### src/rtl/fru_ctl_pkg.sv
package fru_ctl_pkg;

   typedef enum logic [3:0] {
      ST_IDLE,
      ST_SYNC,
      ST_RUN,
      ST_DONE,
      ST_RECOVER,
      ST_TOGGLE,
      ST_SWWAIT,
      ST_HOLD,
      ST_FATAL
   } ctl_state_t;

endpackage

### src/rtl/fru_timeout.sv
module fru_timeout #(
   parameter int LIMIT = 16
) (
   input  logic clk,
   input  logic rst_n,
   input  logic clr,
   input  logic run,
   output logic expired
);
   localparam int CW = $clog2(LIMIT + 1);

   initial begin
      assert (LIMIT >= 2) else $error("fru_timeout: LIMIT must be at least 2");
   end

   logic [CW-1:0] cnt;

   assign expired = run && (cnt == CW'(LIMIT - 1));

   always_ff @(posedge clk) begin
      if (!rst_n)                cnt <= '0;
      else if (clr)              cnt <= '0;
      else if (run && !expired)  cnt <= cnt + 1'b1;
   end
endmodule

### src/rtl/fru_fault_arb.sv
module fru_fault_arb #(
   parameter int N_UNITS = 4,
   parameter int N_CHK   = 2,
   parameter int IDW     = 3
) (
   input  logic [N_UNITS-1:0] int_flt,
   input  logic [N_UNITS-1:0] act,
   input  logic [N_UNITS-1:0] exp_map,
   input  logic [N_UNITS-1:0] seen,
   input  logic [N_CHK-1:0]   chk,
   input  logic               tmo,
   output logic               hit,
   output logic [IDW-1:0]     id
);
   logic [N_UNITS-1:0] unexp;
   logic [N_UNITS-1:0] miss;

   assign unexp = act & ~exp_map;
   assign miss  = exp_map & ~seen;

   always_comb begin
      hit = 1'b0;
      id  = IDW'(N_UNITS);
      if (|int_flt) begin
         hit = 1'b1;
         for (int i = N_UNITS - 1; i >= 0; i--) if (int_flt[i]) id = IDW'(i);
      end else if (|unexp) begin
         hit = 1'b1;
         for (int i = N_UNITS - 1; i >= 0; i--) if (unexp[i]) id = IDW'(i);
      end else if (|chk) begin
         hit = 1'b1;
      end else if (tmo) begin
         hit = 1'b1;
         for (int i = N_UNITS - 1; i >= 0; i--) if (miss[i]) id = IDW'(i);
      end
   end
endmodule

### src/rtl/fru_spare_ledger.sv
module fru_spare_ledger #(
   parameter int N_UNITS = 4,
   parameter int SPARES  = 1
) (
   input  logic               clk,
   input  logic               rst_n,
   input  logic [N_UNITS-1:0] use_spare,
   output logic [N_UNITS-1:0] has_spare
);
   initial begin
      assert (SPARES >= 1) else $error("fru_spare_ledger: SPARES must be at least 1");
   end

   for (genvar g = 0; g < N_UNITS; g++) begin : g_unit
      if (SPARES == 1) begin : g_flag
         logic avail;
         always_ff @(posedge clk) begin
            if (!rst_n)            avail <= 1'b1;
            else if (use_spare[g]) avail <= 1'b0;
         end
         assign has_spare[g] = avail;
      end else begin : g_count
         localparam int SW = $clog2(SPARES + 1);
         logic [SW-1:0] left;
         always_ff @(posedge clk) begin
            if (!rst_n)                          left <= SW'(SPARES);
            else if (use_spare[g] && left != 0)  left <= left - 1'b1;
         end
         assign has_spare[g] = (left != '0);
      end
   end
endmodule

### src/rtl/fru_rollback_ctl.sv
module fru_rollback_ctl
   import fru_ctl_pkg::*;
#(
   parameter int N_UNITS  = 4,
   parameter int N_CHK    = 2,
   parameter int ADDR_W   = 16,
   parameter int SPARES   = 1,
   parameter int CMPL_TMO = 20,
   parameter int SW_TMO   = 8
) (
   input  logic                clk,
   input  logic                rst_n,
   input  logic                instr_go,
   input  logic [N_UNITS-1:0]  exp_map,
   input  logic [N_UNITS-1:0]  unit_active,
   input  logic [N_UNITS-1:0]  unit_complete,
   input  logic [N_UNITS-1:0]  unit_fault,
   input  logic [N_CHK-1:0]    chk_err,
   input  logic [N_UNITS-1:0]  sw_pos,
   input  logic                rbp_load,
   input  logic [ADDR_W-1:0]   rbp_addr,
   input  logic                pwr_fail,
   output logic                idle,
   output logic                sync,
   output logic                instr_done,
   output logic                rb_req,
   output logic [ADDR_W-1:0]   rb_addr,
   output logic [N_UNITS-1:0]  unit_reset,
   output logic [N_UNITS-1:0]  sw_toggle,
   output logic                fatal
);
   localparam int IDW = $clog2(N_UNITS + 1);
   localparam int UW  = (N_UNITS > 1) ? $clog2(N_UNITS) : 1;
   localparam logic [IDW-1:0] CHK_ID = IDW'(N_UNITS);

   initial begin
      assert (N_UNITS >= 2) else $error("fru_rollback_ctl: N_UNITS must be at least 2");
      assert (N_CHK >= 1)   else $error("fru_rollback_ctl: N_CHK must be at least 1");
   end

   ctl_state_t          state;
   logic [N_UNITS-1:0]  exp_q, seen_q, seen_nx;
   logic [ADDR_W-1:0]   rbp_q;
   logic                lf_vld;
   logic [IDW-1:0]      lf_id;
   logic [UW-1:0]       tgt;
   logic                pos_old;
   logic                all_done, cmpl_exp, sw_exp, sw_ok;
   logic                flt_hit, repeat_flt;
   logic [IDW-1:0]      flt_id;
   logic [N_UNITS-1:0]  has_spare, use_spare;

   assign seen_nx  = seen_q | (unit_complete & exp_q);
   assign all_done = ((seen_nx & exp_q) == exp_q);
   assign sw_ok    = (sw_pos[tgt] != pos_old);

   fru_timeout #(.LIMIT(CMPL_TMO)) u_cmpl_tmo (
      .clk(clk), .rst_n(rst_n), .clr(state == ST_SYNC),
      .run(state == ST_RUN), .expired(cmpl_exp));

   fru_timeout #(.LIMIT(SW_TMO)) u_sw_tmo (
      .clk(clk), .rst_n(rst_n), .clr(state == ST_TOGGLE),
      .run(state == ST_SWWAIT), .expired(sw_exp));

   fru_fault_arb #(.N_UNITS(N_UNITS), .N_CHK(N_CHK), .IDW(IDW)) u_arb (
      .int_flt(unit_fault), .act(unit_active), .exp_map(exp_q),
      .seen(seen_nx), .chk(chk_err), .tmo(cmpl_exp && !all_done),
      .hit(flt_hit), .id(flt_id));

   fru_spare_ledger #(.N_UNITS(N_UNITS), .SPARES(SPARES)) u_ledger (
      .clk(clk), .rst_n(rst_n), .use_spare(use_spare), .has_spare(has_spare));

   assign repeat_flt = lf_vld && !rbp_load && (lf_id == flt_id) && (flt_id != CHK_ID);

   always_comb begin
      use_spare = '0;
      sw_toggle = '0;
      for (int i = 0; i < N_UNITS; i++) begin
         use_spare[i] = (state == ST_SWWAIT) && sw_ok && (tgt == UW'(i));
         sw_toggle[i] = (state == ST_TOGGLE) && (tgt == UW'(i));
      end
   end

   always_ff @(posedge clk) begin
      if (!rst_n) begin
         state   <= ST_IDLE;
         exp_q   <= '0;
         seen_q  <= '0;
         rbp_q   <= '0;
         lf_vld  <= 1'b0;
         lf_id   <= '0;
         tgt     <= '0;
         pos_old <= 1'b0;
      end else begin
         if (rbp_load) begin
            rbp_q  <= rbp_addr;
            lf_vld <= 1'b0;
         end
         if (pwr_fail && state != ST_FATAL) begin
            state <= ST_HOLD;
         end else begin
            case (state)
               ST_IDLE: if (instr_go) begin
                  exp_q <= exp_map;
                  state <= ST_SYNC;
               end
               ST_SYNC: begin
                  seen_q <= '0;
                  state  <= ST_RUN;
               end
               ST_RUN: begin
                  seen_q <= seen_nx;
                  if (flt_hit) begin
                     lf_vld <= 1'b1;
                     lf_id  <= flt_id;
                     if (!repeat_flt) begin
                        state <= ST_RECOVER;
                     end else if (has_spare[flt_id[UW-1:0]]) begin
                        tgt     <= flt_id[UW-1:0];
                        pos_old <= sw_pos[flt_id[UW-1:0]];
                        state   <= ST_TOGGLE;
                     end else begin
                        state <= ST_FATAL;
                     end
                  end else if (all_done) begin
                     state <= ST_DONE;
                  end
               end
               ST_TOGGLE: state <= ST_SWWAIT;
               ST_SWWAIT: begin
                  if (sw_ok) begin
                     lf_vld <= 1'b0;
                     state  <= ST_RECOVER;
                  end else if (sw_exp) begin
                     state <= ST_FATAL;
                  end
               end
               ST_HOLD:    state <= ST_RECOVER;
               ST_DONE:    state <= ST_IDLE;
               ST_RECOVER: state <= ST_IDLE;
               ST_FATAL:   state <= ST_FATAL;
               default:    state <= ST_IDLE;
            endcase
         end
      end
   end

   assign idle       = (state == ST_IDLE);
   assign sync       = (state == ST_SYNC);
   assign instr_done = (state == ST_DONE);
   assign rb_req     = (state == ST_RECOVER);
   assign rb_addr    = rbp_q;
   assign unit_reset = (state == ST_RECOVER || state == ST_HOLD) ? '1 : '0;
   assign fatal      = (state == ST_FATAL);
endmodule

### config.mk
export PLATFORM = sky130hd
export DESIGN_NAME = fru_rollback_ctl
export DESIGN_NICKNAME = d
export VERILOG_FILES = /design/src/rtl/fru_ctl_pkg.sv /design/src/rtl/fru_timeout.sv /design/src/rtl/fru_fault_arb.sv /design/src/rtl/fru_spare_ledger.sv /design/src/rtl/fru_rollback_ctl.sv
export SDC_FILE = /design/constraint.sdc
export NUM_CORES = 1
export LEC_CHECK = 0
export BUFFER_PORTS_ARGS = -buffer_cell sky130_fd_sc_hd__buf_2
export CAP_MARGIN = 20
export CORE_UTILIZATION = 47
export DETAILED_ROUTE_END_ITERATION = 10
export PLACE_DENSITY = 0.76
export SYNTH_ARGS = -nofsm -noshare
export SYNTH_HDL_FRONTEND = slang
export SYNTH_SLANG_ARGS = --single-unit
### constraint.sdc
create_clock -name clk -period 2.8 [get_ports clk]
set_clock_uncertainty 0.2 [all_clocks]
set_input_delay 0.28 -clock clk [delete_from_list [all_inputs] [get_ports clk]]
set_output_delay 0.28 -clock clk [all_outputs]
set_load 0.1 [all_outputs]
==> impl_metrics.tcl <==
set metrics [dict create \
    switching_power_uw 559 \
    crit_type "reg -> reg" \
    fp.coreArea_sq_um 5140 \
    syn_to_final_growth_pct 25.1 \
    vdd_ir_drop_max_v 0.000393 \
    pwr-share-seq_pct 45.7 \
    critPathRequiredTime_ns 2.80 \
    worstMarginPinSlew_ns 0.619 \
    place.gp.congestion 0.808 \
    cts_made_buffers 5 \
    initial_utilization_pct 49.0 \
    startpoint "exp_q[2]$_SDFFE_PN0P_" \
    drc_errors 0 \
    fp-row-count 26 \
    yosysUniqueCellTypes 56 \
    worstReg2RegStart "exp_q[2]$_SDFFE_PN0P_" \
    finalWirelength_um 5760 \
    syn-num-nets 332 \
    cts_tree "built" \
    min-delay-start "exp_map[0]" \
    synth_top_area_share_pct 38.2 \
    fin_util_pct 61.3 \
    dp_slack_ns 0.0162 \
    drive_gt1_share_pct 34.3 \
    place_area_sq_um 2990 \
    die_x_um 75.2 \
    crit_path_start_kind "register" \
    p_int_mw 1.02 \
    clock_sink_count 48 \
    final_hold_viol_count 0 \
    placed_cells 425 \
    first_global_vias 2113 \
    final_nets 411 \
    clockBufferDepth 2 \
    pin_count 72 \
    path_clk_slew_ns 0.09 \
    instances_no_fill 437 \
    yosysMostFrequentCell "nor2_1" \
    synth_flop_cell "dfxtp_1" \
    ant_nets 0 \
    syn_inst 287 \
    multi_input_area_sq_um 1520 \
    num_vias 2294 \
    yosysWarnings 0 \
    dp.final_hpwl_um 4400 \
    drt_iter0_markers 82 \
    cts_root_buf "clkbuf_8" \
    fmax_mhz 365 \
    cp.arrival_ns 2.74 \
    grt_max_degree 18 \
    swShare_pct 35.3 \
    track_usage_pct 21.4 \
    h-tree-depth 2 \
    p_comb_share_pct 27.3 \
    final.period_utilization_pct 97.8 \
    via_per_inst 5.25 \
    grt_antenna_before_repair 0 \
    avgSynthCellArea_sq_um 8.77 \
    grt_pass1_wl_um 9100 \
    synth.area.top_cells "dfxtp_1 (38%), mux2i_1 (11%), nor2_1 (7.3%)" \
    status "complete, no violations" \
    finalSetupTns_ns 0 \
    design_area_sq_um 3150 \
    register_area_sq_um 963 \
    finalCriticalPeriod_ns 2.74 \
    power_density_nw_per_um2 502 \
    clkPwrFrac_pct 27.1 \
    clk_latency_ns 0.31 \
    antennaDiodeCount 0 \
    routedWlPerCell_um 13.2 \
    p_leak_nw 1.40 \
    die_area_sq_um 5650 \
    maxCapViolations 0 \
    ys_ff_latch 48 \
    firstDrtPassIters 4 \
    end_kind "register" \
    report.final.setup_viol 0 \
    fin_ws_ns 0.0622 \
    seq_area_frac_synth_pct 38.2 \
    synthArstFlopShare_pct 0 \
    maxSlewHeadroom_pct 58.7 \
    io_buffers 71 \
    synth_edf_count 0 \
    slew_violations 0 \
    fillers 485 \
    yosys.area.top_type "dfxtp_1" \
    critPathMaxFanout 6 \
    overflow 0 \
    ys_top_cells_by_count "nor2_1 (49), dfxtp_1 (48), nand2_1 (36), mux2i_1 (27), a21oi_1 (12)" \
    netlist_area_sq_um 2520 \
    die_h_um 75.2 \
    hold_path_class "in -> reg" \
]
flip-flops by register name (all words and copies together), names as in the netlist, 2 cells and up:
name,count
exp_q,4
u_ledger.g_unit.g_flag.avail,4
u_cmpl_tmo.cnt,5
state,4
seen_q,4
rb_addr,16
lf_id,3
u_sw_tmo.cnt,4
tgt,2
cell usage in the layout (no fill, tap or decap), drive strengths merged, types with 3 or more instances in the layout:
master / n
a21oi: 12
a32oi: 4
buf: 85
clkbuf: 6
dfxtp: 48
inv: 3
mux2i: 27
nand2: 36
nand2b: 8
nand3: 4
nand4: 4
nor2: 51
nor2b: 6
nor3: 10
nor3b: 7
o21ai: 8
o31a: 3
xnor2: 4
xor2: 4
worst max-delay path, cell delays in order (launching register included):
cell and delay (ns):
dfxtp_1 0.38, nor2b_1 0.08, or4_4 0.49, or4_4 0.52, o21a_4 0.25, xnor2_2 0.14
and3_1 0.20, nor3b_2 0.16, o31a_1 0.23
metrics by stage:
stage                     power, mW  hold WS, ns
after floorplan                1.07        0.221
after global placement         1.15        0.236
after detailed placement       1.16        0.239
after CTS                      1.59      0.00319
after global routing           1.65      0.00581
final                          1.58      0.00241
path summary, 6_finish.rpt:
| check | to | slack [ns] | cells after the start |
|---|---|---|---|
| setup / recovery | state[0]$_SDFFE_PN0P_ | 0.06 | 8 |
| hold / removal | exp_q[0]$_SDFFE_PN0P_ | 0.002 | 3 |
| setup reg to reg | state[0]$_SDFFE_PN0P_ | 0.06 | 8 |
| hold reg to reg | u_ledger.g_unit[2].g_flag.avail$_SDFFE_PN1P_ | 0.25 | 2 |
power groups by stage:
stage	Clock (mW)	Combinational [mW]	Sequential, mW
after floorplan	0	0.241	0.833
after global placement	0	0.419	0.735
after detailed placement	0	0.424	0.736
after CTS	0.439	0.427	0.721
after global routing	0.471	0.455	0.725
final	0.428	0.431	0.722
metal layers:
metal	global-route usage, %	wire length, um	up-vias
met3	6.02	298	8
met2	37.7	2760	61
met4	8.23	100	0
met5	0	0	-
met1	24.7	2600	1068
li1	-	-	1157
what timing repair did:
action | in CTS | in global routing
setup endpoints to repair | 0 | 4
resized for setup | 0 | 7
hold buffers | 2 | 0
hold endpoints to repair | 2 | 0
buffers inserted | 0 | 2
logic make-up (layout without fill, tap and decap cells):
logic type                 after synthesis  in the layout  share of synthesized area, %
AOI/OAI and AO/OA                       38             38                          10.5
buffers and inverters                   18             98                          4.57
muxes                                   30             30                          12.7
DFF                                     48             48                          38.2
and+or+nand+nor                        143            143                          30.3
xor gates and xnor gates                 8              8                          2.78
adders and majority gates                2              2                         0.994
layout make-up:
class	instances	share of cell area, %
Tap cell	70	2.78
Inverter	3	0.357
Clock inverter	2	0.318
Multi-Input combinational cell	221	48.1
Sequential cell	48	30.6
Clock buffer	6	2.62
Timing Repair Buffer	87	15.3
(Power assumes the default switching activity.)
